## src/rtl/shadow_commit_pkg.sv

```systemverilog
package shadow_commit_pkg;

    typedef enum logic [2:0] {
        ST_IDLE,
        ST_RD_ISSUE,
        ST_RD_WAIT,
        ST_WR0_ISSUE,
        ST_WR0_WAIT,
        ST_WR1_ISSUE,
        ST_WR1_WAIT,
        ST_DONE
    } seq_state_e;

    typedef enum logic [1:0] {
        TGT_SHADOW,
        TGT_COMMIT_A,
        TGT_COMMIT_B
    } target_e;

    localparam int unsigned DEF_SHADOW_BASE  = 32'h0036_0048;
    localparam int unsigned DEF_SLICE_STRIDE = 32'h0001_0000;
    localparam int unsigned DEF_PID_STRIDE   = 8;
    localparam int unsigned DEF_COMMIT_A     = 32'h001b_0000;
    localparam int unsigned DEF_COMMIT_B     = 32'h001c_0000;

endpackage

```

## src/rtl/shadow_addr_gen.sv

```systemverilog
module shadow_addr_gen
    import shadow_commit_pkg::*;
#(
    parameter int unsigned ADDR_W       = 32,
    parameter int unsigned PID_W        = 16,
    parameter int unsigned SLICE_W      = 4,
    parameter int unsigned SHADOW_BASE  = DEF_SHADOW_BASE,
    parameter int unsigned SLICE_STRIDE = DEF_SLICE_STRIDE,
    parameter int unsigned PID_STRIDE   = DEF_PID_STRIDE,
    parameter int unsigned COMMIT_A     = DEF_COMMIT_A,
    parameter int unsigned COMMIT_B     = DEF_COMMIT_B
) (
    input  target_e             target_i,
    input  logic [SLICE_W-1:0]  slice_i,
    input  logic [PID_W-1:0]    pid_i,
    output logic [ADDR_W-1:0]   addr_o
);
    logic [ADDR_W-1:0] slice_off;
    logic [ADDR_W-1:0] pid_off;

    always_comb begin
        slice_off = ADDR_W'(slice_i) * ADDR_W'(SLICE_STRIDE);
        pid_off   = ADDR_W'(pid_i) * ADDR_W'(PID_STRIDE);
    end

    always_comb begin
        unique case (target_i)
            TGT_COMMIT_A: addr_o = ADDR_W'(COMMIT_A);
            TGT_COMMIT_B: addr_o = ADDR_W'(COMMIT_B);
            default:      addr_o = ADDR_W'(SHADOW_BASE) + slice_off + pid_off;
        endcase
    end
endmodule

```

## src/rtl/slice_compare.sv

```systemverilog
module slice_compare #(
    parameter int unsigned DATA_W = 64
) (
    input  logic              clk,
    input  logic              rst_n,
    input  logic              capture_i,
    input  logic [DATA_W-1:0] data_i,
    output logic              match_o
);
    logic [DATA_W-1:0] ref_q;

    always_ff @(posedge clk) begin
        if (!rst_n) begin
            ref_q <= '0;
        end else if (capture_i) begin
            ref_q <= data_i;
        end
    end

    always_comb begin
        match_o = (data_i == ref_q);
    end
endmodule

```

## src/rtl/pass_counter.sv

```systemverilog
module pass_counter #(
    parameter int unsigned MAX_PASSES = 1000
) (
    input  logic clk,
    input  logic rst_n,
    input  logic clear_i,
    input  logic step_i,
    output logic last_o
);
    localparam int unsigned CNT_W = $clog2(MAX_PASSES + 1);

    logic [CNT_W-1:0] cnt_q;

    always_ff @(posedge clk) begin
        if (!rst_n) begin
            cnt_q <= '0;
        end else if (clear_i) begin
            cnt_q <= '0;
        end else if (step_i) begin
            cnt_q <= cnt_q + CNT_W'(1);
        end
    end

    always_comb begin
        last_o = (cnt_q == CNT_W'(MAX_PASSES - 1));
    end
endmodule

```

## src/rtl/shadow_commit_seq.sv

```systemverilog
module shadow_commit_seq
    import shadow_commit_pkg::*;
#(
    parameter int unsigned NUM_SLICES   = 12,
    parameter int unsigned MAX_PASSES   = 1000,
    parameter int unsigned ADDR_W       = 32,
    parameter int unsigned DATA_W       = 64,
    parameter int unsigned PID_W        = 16,
    parameter int unsigned SHADOW_BASE  = DEF_SHADOW_BASE,
    parameter int unsigned SLICE_STRIDE = DEF_SLICE_STRIDE,
    parameter int unsigned PID_STRIDE   = DEF_PID_STRIDE,
    parameter int unsigned COMMIT_A     = DEF_COMMIT_A,
    parameter int unsigned COMMIT_B     = DEF_COMMIT_B
) (
    input  logic              clk,
    input  logic              rst_n,
    input  logic              start_i,
    input  logic [PID_W-1:0]  partid_i,
    output logic              req_valid_o,
    output logic              req_write_o,
    output logic [ADDR_W-1:0] req_addr_o,
    output logic [DATA_W-1:0] req_wdata_o,
    input  logic              rsp_valid_i,
    input  logic [DATA_W-1:0] rsp_rdata_i,
    output logic              busy_o,
    output logic              done_o,
    output logic              timeout_o,
    output logic              warn_o
);
    localparam int unsigned SLICE_W    = (NUM_SLICES > 1) ? $clog2(NUM_SLICES) : 1;
    localparam logic [SLICE_W-1:0] LAST_SLICE = SLICE_W'(NUM_SLICES - 1);

    seq_state_e         state_q, state_d;
    logic [SLICE_W-1:0] slice_q;
    logic [PID_W-1:0]   pid_q;
    logic               run_timeout_q;
    logic               timeout_q;
    logic               warn_q;
    target_e            target;

    logic accept;
    logic rd_rsp;
    logic ref_capture;
    logic values_equal;
    logic final_pass;
    logic miss;
    logic miss_retry;
    logic miss_give_up;
    logic pass_clean;
    logic advance_slice;

    // Datapath event decode
    always_comb begin
        accept        = (state_q == ST_IDLE) && start_i;
        rd_rsp        = (state_q == ST_RD_WAIT) && rsp_valid_i;
        ref_capture   = rd_rsp && (slice_q == '0);
        miss          = rd_rsp && (slice_q != '0) && !values_equal;
        miss_give_up  = miss && final_pass;
        miss_retry    = miss && !final_pass;
        pass_clean    = rd_rsp && (slice_q == LAST_SLICE) && (values_equal || (slice_q == '0));
        advance_slice = rd_rsp && !miss && (slice_q != LAST_SLICE);
    end

    slice_compare #(
        .DATA_W (DATA_W)
    ) u_cmp (
        .clk       (clk),
        .rst_n     (rst_n),
        .capture_i (ref_capture),
        .data_i    (rsp_rdata_i),
        .match_o   (values_equal)
    );

    pass_counter #(
        .MAX_PASSES (MAX_PASSES)
    ) u_passes (
        .clk     (clk),
        .rst_n   (rst_n),
        .clear_i (accept),
        .step_i  (miss),
        .last_o  (final_pass)
    );

    shadow_addr_gen #(
        .ADDR_W       (ADDR_W),
        .PID_W        (PID_W),
        .SLICE_W      (SLICE_W),
        .SHADOW_BASE  (SHADOW_BASE),
        .SLICE_STRIDE (SLICE_STRIDE),
        .PID_STRIDE   (PID_STRIDE),
        .COMMIT_A     (COMMIT_A),
        .COMMIT_B     (COMMIT_B)
    ) u_addr (
        .target_i (target),
        .slice_i  (slice_q),
        .pid_i    (pid_q),
        .addr_o   (req_addr_o)
    );

    // Next-state logic
    always_comb begin
        state_d = state_q;
        unique case (state_q)
            ST_IDLE:      if (start_i) state_d = ST_RD_ISSUE;
            ST_RD_ISSUE:  state_d = ST_RD_WAIT;
            ST_RD_WAIT: begin
                if (pass_clean || miss_give_up) begin
                    state_d = ST_WR0_ISSUE;
                end else if (miss_retry || advance_slice) begin
                    state_d = ST_RD_ISSUE;
                end
            end
            ST_WR0_ISSUE: state_d = ST_WR0_WAIT;
            ST_WR0_WAIT:  if (rsp_valid_i) state_d = ST_WR1_ISSUE;
            ST_WR1_ISSUE: state_d = ST_WR1_WAIT;
            ST_WR1_WAIT:  if (rsp_valid_i) state_d = ST_DONE;
            ST_DONE:      state_d = ST_IDLE;
            default:      state_d = ST_IDLE;
        endcase
    end

    // State register and run context
    always_ff @(posedge clk) begin
        if (!rst_n) begin
            state_q       <= ST_IDLE;
            slice_q       <= '0;
            pid_q         <= '0;
            run_timeout_q <= 1'b0;
            timeout_q     <= 1'b0;
            warn_q        <= 1'b0;
        end else begin
            state_q <= state_d;
            if (accept) begin
                pid_q         <= partid_i;
                slice_q       <= '0;
                run_timeout_q <= 1'b0;
                timeout_q     <= 1'b0;
            end else if (miss_retry) begin
                slice_q <= '0;
            end else if (advance_slice) begin
                slice_q <= slice_q + SLICE_W'(1);
            end
            if (miss_give_up) begin
                run_timeout_q <= 1'b1;
            end
            if (state_d == ST_DONE && state_q != ST_DONE) begin
                timeout_q <= run_timeout_q;
                warn_q    <= warn_q | run_timeout_q;
            end
        end
    end

    // Outputs decoded from state
    always_comb begin
        req_valid_o = 1'b0;
        req_write_o = 1'b0;
        target      = TGT_SHADOW;
        done_o      = 1'b0;
        busy_o      = 1'b1;
        unique case (state_q)
            ST_IDLE:      busy_o = 1'b0;
            ST_RD_ISSUE:  req_valid_o = 1'b1;
            ST_RD_WAIT:   target = TGT_SHADOW;
            ST_WR0_ISSUE: begin
                req_valid_o = 1'b1;
                req_write_o = 1'b1;
                target      = TGT_COMMIT_A;
            end
            ST_WR0_WAIT:  target = TGT_COMMIT_A;
            ST_WR1_ISSUE: begin
                req_valid_o = 1'b1;
                req_write_o = 1'b1;
                target      = TGT_COMMIT_B;
            end
            ST_WR1_WAIT:  target = TGT_COMMIT_B;
            ST_DONE:      done_o = 1'b1;
            default:      busy_o = 1'b0;
        endcase
        req_wdata_o = '0;
        timeout_o   = timeout_q;
        warn_o      = warn_q;
    end
endmodule

```

## config.mk

```make
export PLATFORM = sky130hd
export DESIGN_NAME = shadow_commit_seq
export DESIGN_NICKNAME = d
export VERILOG_FILES = /design/src/rtl/shadow_commit_pkg.sv /design/src/rtl/shadow_addr_gen.sv /design/src/rtl/slice_compare.sv /design/src/rtl/pass_counter.sv /design/src/rtl/shadow_commit_seq.sv
export SDC_FILE = /design/constraint.sdc
export NUM_CORES = 1
export LEC_CHECK = 0
export ABC_AREA = 1
export CORE_ASPECT_RATIO = 1.2
export CORE_MARGIN = 2
export CORE_UTILIZATION = 48
export DETAILED_ROUTE_END_ITERATION = 10
export PLACE_DENSITY = 0.81
export SLEW_MARGIN = 10
export SYNTH_ARGS = -nofsm -noshare
export SYNTH_HDL_FRONTEND = slang
export SYNTH_SLANG_ARGS = --single-unit
```

## constraint.sdc

```tcl
create_clock -name clk -period 3.04 [get_ports clk]
set_clock_uncertainty 0.2 [all_clocks]
set_input_delay 0.456 -clock clk [delete_from_list [all_inputs] [get_ports clk]]
set_output_delay 0.456 -clock clk [all_outputs]
set_load 0.05 [all_outputs]
```

==> results.py <==
metrics = {
    "finish": {
        "n_antenna_cell": 0,
        "syn2layout_area_growth_pct": 23.2,
        "nNetsFinal": 1169,
        "drive_above_1_share_pct": 6.50,
        "final_core_util_pct": 60.2,
        "fin_cells": 1241,
        "layout_commonest_cell": "nand2_1",
        "layout_common_cells": "nand2_1, nor2_1, inv_1, dfxtp_1, clkdlybuf4s50_1",
    },
    "global_routing": {
        "antenna_found_initial": 0,
        "grt.total_usage_pct": 19.8,
        "overflow": 0,
        "grt_max_degree": 74,
        "grt_pass1_vias": 5152,
        "grt_pass1_wl_mm": 22.4,
    },
    "worst_setup_path": {
        "rr_startpoint": "slice_q[0]",
        "critPathKind": "reg2out",
        "path_depth": 12,
        "cp-start-kind": "flop",
        "critPathMaxStageDelay_ns": 0.36,
        "cp_cell_sequence": "inv_2, ha_1, inv_1, ha_4, inv_1, o21ai_2, nand2_1, o21ai_2, or2_2, nand2_1, a21oi_2, buf_12",
        "r2r_cells": 9,
        "cp_top_family": "adder cells",
        "critPathLaunch": "slice_q[1]",
        "cp-end-kind": "output pin",
        "path_buf_inv": 4,
        "cp_max_fo": 4,
        "required_ns": 2.38,
        "cp_slowest_cell": "dfxtp_4",
        "ff2ff_setup_slack_ns": 0.81,
        "arrival_ns": 2.25,
    },
    "timing": {
        "fin_ws_ns": 0.139,
        "slew_headroom_pct": 33.7,
        "finalSetupTns_ns": 0,
        "grt_setup_unrepaired": "yes",
        "hold_viol": 0,
        "fin_crit_ns": 2.90,
        "tightest_slew_ns": 0.994,
        "setup_viol": 0,
        "fmax_mhz": 345,
        "finalCritPeriodShare_pct": 95.4,
        "maxSlewViolCount": 0,
    },
    "clocking": {
        "clk_pin_slew_ns": 0.06,
        "root_buffer": "clkbuf_16",
        "clock_path_buffers": 2,
        "cts_tree": "built",
        "htreeDepth": 3,
        "insertion_delay_ns": 0.34,
        "cts-hold-fix-buffers": 0,
        "cts.sinks": 100,
        "post-cts-setup-buffers": 0,
        "cts_buffers": 9,
    },
    "route": {
        "dr_total_vias": 5789,
        "viasPerCell": 4.66,
        "ant_nets": 0,
        "drt_iter0_drc": 201,
        "first_pass_iters": 4,
        "drc_errors": 0,
        "wirelength_mm": 13.5,
        "avgRoutedWirePerCell_um": 10.9,
    },
    "run": {
        "maxCapViolCount": 0,
    },
    "placed_design": {
        "place_congestion": 0.888,
        "dp_slack_ns": 0.191,
        "post-dp-hpwl_mm": 10.2,
        "io_buffers": 109,
        "placedCellCount": 1226,
    },
    "synth": {
        "synth_area_mm2": 0.00617,
        "ys_ff_latch": 100,
        "synth_cell_type_count": 35,
        "synthCells": 978,
        "yosysSeqAreaShare_pct": 32.4,
        "yosysWarningCount": 0,
        "syn-mean-instance-area_um2": 6.31,
    },
    "power": {
        "fin_total_pwr_mw": 3.56,
        "switching_share_pct": 33.8,
        "power.switching_mw": 1.21,
        "seqPwrFrac_pct": 40.9,
        "leakagePower_nw": 3.62,
        "irDropWorstVdd_uv": 357,
        "p_int_mw": 2.36,
        "clkPwrFrac_pct": 29.6,
        "pwr-share-comb_pct": 29.4,
        "power_density_mw_per_mm2": 469,
    },
    "floorplanning": {
        "die_w_um": 107,
        "die_h_um": 128,
        "ios": 186,
        "fp.dieArea_mm2": 0.0138,
        "initial_core_util_pct": 48.9,
        "rows": 45,
        "core_area_mm2": 0.0126,
    },
    "min_path": {
        "min_from": "run_timeout_q",
        "whs_path_depth": 2,
        "hold_class": "reg2reg",
    },
    "run_status": {
        "outcome": "complete, no violations",
    },
}
## layout make-up
type	instances	area [um2]
Clock inverter	2	10.0
Timing Repair Buffer	115	1320
Multi-Input combinational cell	712	3290
Inverter	135	507
Tap cell	164	205
Clock buffer	13	260
Sequential cell	100	2010
Fill cell	1216	5010
## repair_timing
item,in CTS,in global routing
setup endpoints to repair,4,8
pin swaps,0,1
gates resized for setup,5,13
## worst paths after layout
path / to
hold / removal: run_timeout_q
setup reg to reg: u_cmp.ref_q[56]
setup / recovery: req_addr_o[22]
hold reg to reg: run_timeout_q
## cells by family after synthesis
kind of cell / after synthesis / synth area share [%]
other: 1 / 0.0608
adders and majority gates: 12 / 2.43
xor gates and xnor gates: 21 / 2.98
AOI/OAI and AO/OA: 172 / 14.1
DFF: 100 / 32.4
buffers and inverters: 241 / 19.5
and+or+nand+nor: 431 / 28.5
## worst reg2reg max path, cell delays in order (launching register included)
cell and delay, ns:
dfxtp_1 0.41, inv_1 0.09, ha_1 0.19, inv_1 0.05
nor2_1 0.04, nand2_1 0.14, nor2_4 0.06, inv_1 0.72
nor2_1 0.14, nor2_1 0.13
## power groups by stage
stage	clock, mW	combinational, mW	sequential (mW)
floorplan	0	0.764	1.47
global placement	0	1.03	1.48
detailed placement	0	1.05	1.49
CTS	1.09	1.05	1.46
global route	1.14	1.14	1.47
finish	1.06	1.05	1.46
## through the flow
step	hold WS (ns)	instance area, um2
after global placement	0.249	7280
after floorplan	0.227	6450
after global routing	0.293	7600
after CTS	0.264	7560
final	0.259	7600
after detailed placement	0.253	7280
## per-layer routing
layer	wire length (um)	track usage, %
met5	0	0
met4	263	6.86
met3	659	3.71
met2	6940	36.0
met1	5620	23.0
## registers in the layout, indices dropped and copies added, names as in the netlist
register / cells
pid_q: 16
u_passes.cnt_q: 10
timeout_o: 1
u_cmp.ref_q: 64
slice_q: 4
run_timeout_q: 1
state_q: 3
warn_o: 1
## synth_stat cells
library cell,number,area share [%]
o21ai_1,1,0.081
buf_4,78,9.5
xnor2_1,1,0.14
nand3_2,1,0.16
nor3_1,9,0.73
nand2_1,222,14
nor4_1,2,0.20
clkbuf_1,22,1.3
o21a_1,1,0.12
nor2_1,159,9.7
buf_2,6,0.49
xor2_1,20,2.8
nand4_2,1,0.20
or2_2,1,0.10
inv_1,132,8.0
inv_2,2,0.12
or2_0,1,0.10
nor2_4,3,0.55
ha_1,12,2.4
o21ai_0,83,6.7
nand2_2,5,0.51
nand2_4,1,0.18
nand3_1,15,1.2
nand4_1,6,0.61
o211ai_1,1,0.12
a21oi_1,84,6.8
nand3b_1,2,0.24
nor2_2,1,0.10
nand3_4,1,0.28
a31oi_1,1,0.10
clkinv_1,1,0.061
dfxtp_1,100,32
o22ai_1,1,0.10
and3_1,1,0.10
conb_1,1,0.061
Power figures use the tool's default switching activity.
